--- src/rtl/batt_swo_pkg.sv ---
package batt_swo_pkg;

    // Widest voltage code the compare path supports
    localparam int CODE_W_MAX = 16;
    localparam int EXT_W      = CODE_W_MAX + 1;

    typedef enum logic {
        SRC_SUPPLY = 1'b0,
        SRC_BATT   = 1'b1
    } src_e;

    typedef struct packed {
        logic want_batt;    // lead below the entry margin
        logic want_supply;  // lead at or above the exit margin
    } swo_req_t;

    typedef struct packed {
        logic ce_n;
        logic pfail_n;
    } gate_out_t;

    // True when a >= b + thr, computed without wraparound
    function automatic logic lead_at_least(
        input logic [EXT_W-1:0] a,
        input logic [EXT_W-1:0] b,
        input logic [EXT_W-1:0] thr
    );
        logic [EXT_W:0] rhs;
        rhs = {1'b0, b} + {1'b0, thr};
        return {1'b0, a} >= rhs;
    endfunction

endpackage

--- src/rtl/batt_swo_compare.sv ---
module batt_swo_compare
    import batt_swo_pkg::*;
#(
    parameter int CODE_W  = 13,
    parameter int RISE_MV = 70,
    parameter int FALL_MV = 50
) (
    input  logic [CODE_W-1:0] supply_code,
    input  logic [CODE_W-1:0] batt_code,
    output swo_req_t          req
);
    localparam int PAD_W = EXT_W - CODE_W;
    localparam logic [EXT_W-1:0] RISE_E = EXT_W'(RISE_MV);
    localparam logic [EXT_W-1:0] FALL_E = EXT_W'(FALL_MV);

    logic [EXT_W-1:0] sup_e;
    logic [EXT_W-1:0] bat_e;

    always_comb begin
        sup_e = {{PAD_W{1'b0}}, supply_code};
        bat_e = {{PAD_W{1'b0}}, batt_code};
        req.want_supply = lead_at_least(sup_e, bat_e, RISE_E);
        req.want_batt   = !lead_at_least(sup_e, bat_e, FALL_E);
    end

endmodule

--- src/rtl/batt_swo_state.sv ---
module batt_swo_state
    import batt_swo_pkg::*;
(
    input  logic     clk,
    input  logic     rst,
    input  swo_req_t req,
    output src_e     src
);
    src_e src_nxt;

    always_comb begin
        src_nxt = src;
        unique case (src)
            SRC_SUPPLY: if (req.want_batt)   src_nxt = SRC_BATT;
            SRC_BATT:   if (req.want_supply) src_nxt = SRC_SUPPLY;
            default:    src_nxt = SRC_SUPPLY;
        endcase
    end

    always_ff @(posedge clk) begin
        if (rst) src <= SRC_SUPPLY;
        else     src <= src_nxt;
    end

endmodule

--- src/rtl/batt_swo_gate.sv ---
module batt_swo_gate
    import batt_swo_pkg::*;
(
    input  src_e      src,
    input  logic      supply_low,
    input  logic      ce_in_n,
    input  logic      pf_below,
    output gate_out_t gout
);
    logic on_batt;

    always_comb begin
        on_batt      = (src == SRC_BATT);
        // memory writes blocked while power is invalid
        gout.ce_n    = ce_in_n | supply_low | on_batt;
        // comparator ignored in backup, warning held asserted
        gout.pfail_n = !on_batt && !pf_below;
    end

endmodule

--- src/rtl/batt_switchover_ctrl.sv ---
module batt_switchover_ctrl
    import batt_swo_pkg::*;
#(
    parameter int CODE_W  = 13,
    parameter int RISE_MV = 70,
    parameter int FALL_MV = 50
) (
    input  logic              clk,
    input  logic              rst,
    input  logic [CODE_W-1:0] supply_code,
    input  logic [CODE_W-1:0] batt_code,
    input  logic              supply_low,
    input  logic              ce_in_n,
    input  logic              pf_below,
    output logic              batt_on,
    output logic              ce_out_n,
    output logic              pfail_n,
    output logic              backup_mode
);
    swo_req_t  req;
    src_e      src;
    gate_out_t gout;

    batt_swo_compare #(
        .CODE_W  (CODE_W),
        .RISE_MV (RISE_MV),
        .FALL_MV (FALL_MV)
    ) i_compare (
        .supply_code (supply_code),
        .batt_code   (batt_code),
        .req         (req)
    );

    batt_swo_state i_state (
        .clk (clk),
        .rst (rst),
        .req (req),
        .src (src)
    );

    batt_swo_gate i_gate (
        .src        (src),
        .supply_low (supply_low),
        .ce_in_n    (ce_in_n),
        .pf_below   (pf_below),
        .gout       (gout)
    );

    assign batt_on     = (src == SRC_BATT);
    assign backup_mode = (src == SRC_BATT);
    assign ce_out_n    = gout.ce_n;
    assign pfail_n     = gout.pfail_n;

endmodule

--- config.mk ---
export PLATFORM = sky130hd
export DESIGN_NAME = batt_switchover_ctrl
export DESIGN_NICKNAME = d
export VERILOG_FILES = /design/src/rtl/batt_swo_pkg.sv /design/src/rtl/batt_swo_compare.sv /design/src/rtl/batt_swo_state.sv /design/src/rtl/batt_swo_gate.sv /design/src/rtl/batt_switchover_ctrl.sv
export SDC_FILE = /design/constraint.sdc
export NUM_CORES = 1
export LEC_CHECK = 0
export CAP_MARGIN = 20
export CELL_PAD_IN_SITES_DETAIL_PLACEMENT = 1
export CELL_PAD_IN_SITES_GLOBAL_PLACEMENT = 1
export CORE_MARGIN = 2
export CORE_UTILIZATION = 45
export DETAILED_ROUTE_END_ITERATION = 16
export DONT_BUFFER_PORTS = 1
export HOLD_SLACK_MARGIN = 0.12
export PLACE_DENSITY = 0.81
export SYNTH_ARGS = -nofsm -noshare
export SYNTH_HDL_FRONTEND = slang
export SYNTH_HIERARCHICAL = 1
export SYNTH_SLANG_ARGS = --single-unit
--- constraint.sdc ---
create_clock -name clk -period 2.8 [get_ports clk]
set_clock_uncertainty 0.1 [all_clocks]
set_input_delay 0.14 -clock clk [delete_from_list [all_inputs] [get_ports clk]]
set_output_delay 0.14 -clock clk [all_outputs]
set_load 0.05 [all_outputs]
# After elaboration in Yosys (flattened, before gate mapping)
# Index checks and enable logic that the tools add are counted.
# word_totals
reg_bits	1
inputBits	31
out_inout_bits	4
elab_cells	14
# op_classes
n_addsub	2
order_cmp	2
mux	3
n_bitwise	3
reduce_logical	3
# ops
cell	n
>= comparator 13 x 18 -> 1 bit	2
adder 13 x 6 -> 14 bit (second input constant)	1
adder 13 x 7 -> 14 bit (second input constant)	1
logical NOT 1 bit	2
two-way mux 1 bit	2
OR 1 bit	2
case mux 1 bit (2 select lines)	1
logical AND 1 bit	1
inverter 1 bit	1

# Logic depth before layout (Yosys ltp)
# Gate-level depths: netlist of the first run.
# depth
depth_word	4
mapped_depth	14
ltp_nobuf	13

# Cells and area by module
# Netlist of the first run, hierarchy kept.
# by_module_without_submodules
module	n_inst	cells_per_inst	area_each_um2	seq_area_each_um2
batt_swo_compare	1	115	907.1	0.0
batt_swo_state	1	4	48.8	20.0
batt_swo_gate	1	2	10.0	0.0
batt_switchover_ctrl	1	1	7.5	0.0

# Worst setup path before layout of the first run
# No wires, ideal clock.
# synth_path
path_type	input-to-reg
from	in batt_code[7]
to	reg i_state.src
setup_time_ns	0.066
t_arrival_ns	2.112
t_required_ns	2.634
path_slack_ns	0.522
cell_stages	12
n_path_buf	1
cell_sequence	buf_2 -> and3_1 -> and3_1 -> nand2_1 -> xor2_1 -> ha_1 -> and3_1 -> a221o_1 -> a31oi_1 -> a31oi_1 -> nand2b_1 -> a21oi_2
# synth_lines
element	line	source
start: declaration	batt_switchover_ctrl.sv:11	input logic [CODE_W-1:0] batt_code,
end signal: assignment	batt_swo_state.sv:22	else src <= src_nxt;
end: declaration	batt_swo_state.sv:7	output src_e src

==> summary.md, run 1 <==
| Metric | Value |
|---|---|
| Status | `completed` |
| Crit Path Category | `in -> reg` |
| Largest net degree at the start of global routing | `8` |
| First-pass GRT wire length | `4230 µm` |
| Post-synthesis net count | `179` |
| Count of cell types in the netlist | `27` |
| Top post-synthesis cells by area | `ha_1 33%, xor2_1 9.9%, xnor2_1 8.1%` |
| Worst-path clk slew | `0 ns` |
| Post-route ant nets | `0` |
| Final #Nets | `180` |
| Post-synth top area cell | `ha_1` |
| Clk_lat worst skew | `0 ns` |
| Critical Path AT | `2.36 ns` |
| Final worst-path cycle share | `0.904` |
| WP data required | `2.63 ns` |
| Wire per inst | `16.9 µm` |
| Tot Pwr | `0.000223 W` |
| Diode count | `0` |
| Core region area | `2000 µm²` |
| Maximum vdd drop | `~0.14 mV` |
| IO Count | `35` |
| Final Instance Area | `1010 µm²` |
| Least-Margin Pin Slew | `0.460 ns` |
| RePlAce Congestion | `0.872` |
| Ys flop type | `dfxtp_1` |
| DP HPWL | `2270 µm` |
| Setup slack after layout | `0.269 ns` |
| Effective utilization at floorplan | `0.486` |
| Via count | `870` |
| Top flop regs | `i_state/src x1` |
| Die ar. | `around 2600 µm²` |
| Die Wd | `about 51 µm` |
| Synthesized cell area | `973 µm²` |
| Power Density | `220 nW/µm²` |
| Crit path launch type | `input pin` |
| Number of synthesized register bits | `1` |
| DRC | `0` |
| Hold-fix buffers, CTS | `1` |
| Slew Limit Fails | `0` |
| CP endpoint kind | `register` |
| Minimum clock period | `around 2.5 ns` |
| Row count | `16` |
| Gr usage total | `0.212` |
| Seq. cell area | `20.0 µm²` |
| Layout cells sized above 1 | `0.0992` |
| Placement Setup Slack | `a little under 0.3 ns` |
| Area of the multi-input gates | `916 µm²` |
| Final setup viols | `0` |
| Post-synth top cells | `26 x ha_1, 16 x nand2_1, 11 x xor2_1` |
| Post-synth EDFFs | `0` |
| Synth Instances | `122` |
| RSZ-0062 raised after global routing | `no` |
| Gr ovfl total | `0` |
| Fmax | `roughly 400 MHz` |
| Hold Crit Class | `in -> reg` |
| Iteration-0 DRC Markers | `2` |
| Most flops, register | `i_state/src` |
| Sequential area share after synthesis | `0.0206` |
| Syn Area/Cell | `7.98 µm²` |
| Final setup TNS | `0 ns` |
| CTS resizes | `0` |
| Pleak | `0.460 nW` |
| Asr flop ratio synth | `0` |
| Placement Cell Area | `1000 µm²` |
| Filler Cell Count | `252` |
| Post-CTS Setup Inserts | `0` |
| Initial antenna violation count | `0` |
| Max reg flops | `1` |
| IO buf count | `0` |
| Final core occ | `0.504` |
| Yosys Warn Count | `6` |
| Slew headroom | `0.694` |
| Via density | `5.88` |
| Total Wirelength | `2500 µm` |
| Max-Cap Viols | `0` |
| Most frequent cell after synthesis | `ha_1` |
| Top cell type's share of synthesized area | `0.334` |
| Drt pass-1 iters | `4` |
| Chip Height | `between 50 and 60 µm` |
| Final Hold Viols | `0` |
| Vias in the first global route | `roughly 970` |
| Worst Path Max Fanout | `5` |
| Syn-to-layout area delta | `3.73%` |
-- metal layers --
metal | track usage | up-vias | routed length, µm
li1 | - | 436 | -
met1 | 0.269 | 412 | 1180
met2 | 0.410 | 22 | 1210
met3 | 0.0149 | 0 | 107
met4 | 0 | 0 | 0
met5 | 0 | - | 0
-- logic make-up (layout without fill, tap and decap cells) --
| family | after synthesis | in the layout | share of synthesized area |
|---|---|---|---|
| and+or+nand+nor | 42 | 42 | 0.220 |
| adders and majority gates | 26 | 26 | 0.334 |
| AOI/OAI and AO/OA | 25 | 25 | 0.207 |
| xor gates and xnor gates | 20 | 20 | 0.180 |
| buffers and inverters | 8 | 7 | 0.0386 |
| DFF | 1 | 1 | 0.0206 |
-- worst max-delay path, stage by stage --
cell,delay [ns]
inv_1,0.03
ha_1,0.23
o21bai_2,0.25
nand3_1,0.13
xor2_1,0.16
ha_1,0.29
a21oi_1,0.15
o21ai_0,0.16
a221o_1,0.34
a31oi_1,0.15
a31oi_1,0.05
nand2b_1,0.16
a21oi_2,0.12
-- power by group --
part | internal [W] | switching (W)
Clock | 0 | 0
Sequential | 0.0000167 | 0.000000765
Combinational | 0.0000881 | 0.000117
-- metrics by stage --
step                      cells  hold slack [ns]
after floorplan             122            0.102
after global placement      147            0.104
after detailed placement    147            0.106
after CTS                   148            0.364
after global routing        148            0.386
final                       148            0.373
-- cell type report --
| type | count | share of cell area |
|---|---|---|
| inverters | 4 | 0.0149 |
| well taps | 27 | 0.0335 |
| multi-input cells | 113 | 0.907 |
| flip-flops and latches | 1 | 0.0198 |
| repair buffers | 3 | 0.0248 |
-- layout by cell type, fill, tap and decap left out, drive strengths merged, types with 3 or more instances in the layout --
| cell | n |
|---|---|
| ha | 26 |
| nand2b | 5 |
| nor2 | 7 |
| nand4 | 4 |
| a21oi | 11 |
| xor2 | 11 |
| xnor2 | 9 |
| and3 | 3 |
| a21o | 4 |
| nand2 | 16 |
| inv | 4 |
| nand3 | 5 |
-- final timing paths --
path / cells after the start / start / endpoint / slack [ns]
hold reg to reg: 3 / i_state/src / i_state/src / 0.65
setup / recovery: 13 / batt_code[1] / i_state/src / 0.27
hold / removal: 3 / batt_code[12] / i_state/src / 0.37
setup reg to reg: 3 / i_state/src / i_state/src / 1.74
No activity file was read; power rests on OpenSTA's default activity.
==> run 2, diff against run 1 <==
--- a/config.mk
+++ b/config.mk
@@ -5,11 +5,12 @@
 export SDC_FILE = /design/constraint.sdc
 export NUM_CORES = 1
 export LEC_CHECK = 0
+export ABC_AREA = 1
 export CAP_MARGIN = 20
 export CELL_PAD_IN_SITES_DETAIL_PLACEMENT = 1
 export CELL_PAD_IN_SITES_GLOBAL_PLACEMENT = 1
 export CORE_MARGIN = 2
-export CORE_UTILIZATION = 45
+export CORE_UTILIZATION = 43
 export DETAILED_ROUTE_END_ITERATION = 16
 export DONT_BUFFER_PORTS = 1
 export HOLD_SLACK_MARGIN = 0.12
==> summary.md, run 2 <==
| Metric | Value |
|---|---|
| WP data required | `2.58 ns` |
| Post-route ant nets | `0` |
| Syn Area/Cell | `just over 6 µm²` |
| Diode count | `0` |
| Worst-path clk slew | `0 ns` |
| Final Hold Viols | `0` |
| Ys flop type | `dfxtp_1` |
| Post-synthesis net count | `around 240` |
| Top cell type's share of synthesized area | `0.281` |
| Yosys Warn Count | `6` |
| Wire per inst | `about 14 µm` |
| Via density | `approximately 5.2` |
| Iteration-0 DRC Markers | `10` |
| IO buf count | `0` |
| Delay-heaviest family, CP | `simple AND/OR/NAND/NOR gates` |
| Synthesized cell area | `1160 µm²` |
| Final Instance Count excl. Fillers | `approximately 220` |
| Crit path launch type | `input pin` |
| Max-Cap Viols | `0` |
| Worst Setup SP | `batt_code[1]` |
| Worst Path Max Fanout | `4` |
| Chip Height | `approximately 56 µm` |
| Clk_lat worst skew | `0 ns` |
| Syn-to-layout area delta | `2.81%` |
| Minimum clock period | `between 2 and 2.5 ns` |
| Vias in the first global route | `between 1,000 and 1,500` |
| Total Wirelength | `2980 µm` |
| Max reg flops | `1` |
| DP HPWL | `2790 µm` |
| Effective utilization at floorplan | `0.459` |
| Slowest library cell on the worst path | `ha_1` |
| Critical Path AT | `between 2 and 2.5 ns` |
| IO Count | `35` |
| RePlAce Congestion | `0.853` |
| Final core occ | `0.472` |
| Largest net degree at the start of global routing | `9` |
| Most used cell, CP | `nand2_1` |
| Top post-synthesis cells by area | `ha_1 28%, nand2_1 17%, xor2_1 11%` |
| Status | `completed` |
| Post-synth top cells | `52 x nand2_1, 30 x inv_1, 26 x ha_1` |
| Crit Path Category | `in -> reg` |
| Top flop regs | `i_state/src x1` |
| Layout cells sized above 1 | `0.103` |
| Sequential area share after synthesis | `0.0173` |
| Gr ovfl total | `0` |
| RSZ-0062 raised after global routing | `no` |
| Placed cells | `215` |
| CP endpoint kind | `register` |
| DRC | `0` |
| Final setup TNS | `0 ns` |
| Least-Margin Pin Slew | `between 0.6 and 0.7 ns` |
| Most frequent cells in the layout | `52 x nand2_1, 30 x inv_1, 26 x ha_1, 14 x xor2_1, 14 x nor2_1` |
| First-pass GRT wire length | `5110 µm` |
| Post-synth top area cell | `ha_1` |
| Die Wd | `between 50 and 60 µm` |
| Hold Crit Class | `in -> reg` |
| Commonest non-fill, non-tap cell in the layout | `nand2_1` |
| Number of synthesized register bits | `1` |
| Hold-fix buffers, CTS | `0` |
| Gr usage total | `0.197` |
| Core region area | `about 2500 µm²` |
| Slew headroom | `0.585` |
| R2R Path Start | `i_state/src` |
| Hold_sp | `rst` |
| Critical-path cell list | `inv_1 > ha_1 > inv_1 > nand2_1 > o21ai_2 > nand4_1 > xor2_1 > ha_1 > nand2_1 > nor2_1 > o21ai_0 > nand3_1 > nand2_1 > nand2_1 > nand2_1 > nand2_1 > nand2_1 > nand2_1 > nor2_2` |
| Die ar. | `3130 µm²` |
| Final #Nets | `244` |
| Max stage delay on crit path | `0.29 ns` |
| Row count | `18` |
| Drt pass-1 iters | `4` |
| Initial antenna violation count | `0` |
| Asr flop ratio synth | `0` |
| Fmax | `440 MHz` |
| CTS resizes | `0` |
| Most frequent cell after synthesis | `nand2_1` |
| Final setup viols | `0` |
| Final worst-path cycle share | `0.812` |
| Pleak | `0.685 nW` |
| Most flops, register | `i_state/src` |
| Number of buffers and inverters on the critical path | `2` |
| Count of cell types in the netlist | `26` |
| Power Density | `193 nW/µm²` |
| Synth Instances | `186` |
| Post-CTS Setup Inserts | `0` |
| Slew Limit Fails | `0` |
| Maximum vdd drop | `approximately 0.15 mV` |
| Post-synth EDFFs | `0` |
| Tot Pwr | `0.000230 W` |
| Via count | `1,120` |
-- run 2: cell count changes in the layout (fill, tap and decap cells not counted), sizes merged, moves of 5 or more --
| cell | change |
|---|---|
| xnor2 | -5 |
| nand2b | -5 |
| inv | +28 |
| nor2 | +10 |
| nand3 | +7 |
| nand2 | +41 |
-- run 2: cell families after synthesis --
kind of cell               Yosys count  synth area share
AOI/OAI and AO/OA                   15            0.0788
xor gates and xnor gates            18             0.136
adders and majority gates           26             0.281
buffers and inverters               35             0.121
DFF                                  1            0.0173
and+or+nand+nor                     91             0.366
-- run 2: worst reg2reg max path: stages, from the launching register on --
cell	delay [ns]
dfxtp_1	0.69
nand2_1	0.11
nand2_1	0.09
nor2_2	0.03
-- run 2: metal layers --
layer / up-vias / wire, µm / track usage
met5: - / 0 / 0
li1: 585 / - / -
met1: 496 / 1340 / 0.257
met2: 39 / 1430 / 0.357
met4: 0 / 0 / 0.00680
met3: 0 / 201 / 0.0326
-- run 2: path summary, 6_finish.rpt --
path	endpoint	slack (ns)	depth (start not counted)
max	i_state/src	0.53	19
min	i_state/src	0.21	3
max reg2reg	i_state/src	1.66	3
min reg2reg	i_state/src	0.69	3
-- run 2: power by group --
group / switching [W] / total, W / internal [W]
registers: 0.0000103 / 0.0000269 / 0.0000166
clock network: 0 / 0 / 0
logic: 0.000126 / 0.000204 / 0.0000780
total: 0.000136 / 0.000230 / 0.0000946
-- run 2: layout make-up --
cell class | instances | area, µm²
inverters | 32 | 120
repair buffers | 2 | 15.0
well taps | 30 | 37.5
flip-flops and latches | 1 | 20.0
multi-input cells | 150 | 998
fillers | 359 | 1330
-- run 2: stage by stage --
stage,hold WS [ns],worst slack [ns],cell area (µm²)
2_1_floorplan,0.198,0.808,1160
3_3_place_gp,0.204,0.698,1190
3_5_place_dp,0.211,0.544,1190
4_1_cts,0.211,0.543,1190
5_1_grt,0.241,0.254,1190
6_report,0.206,0.526,1190
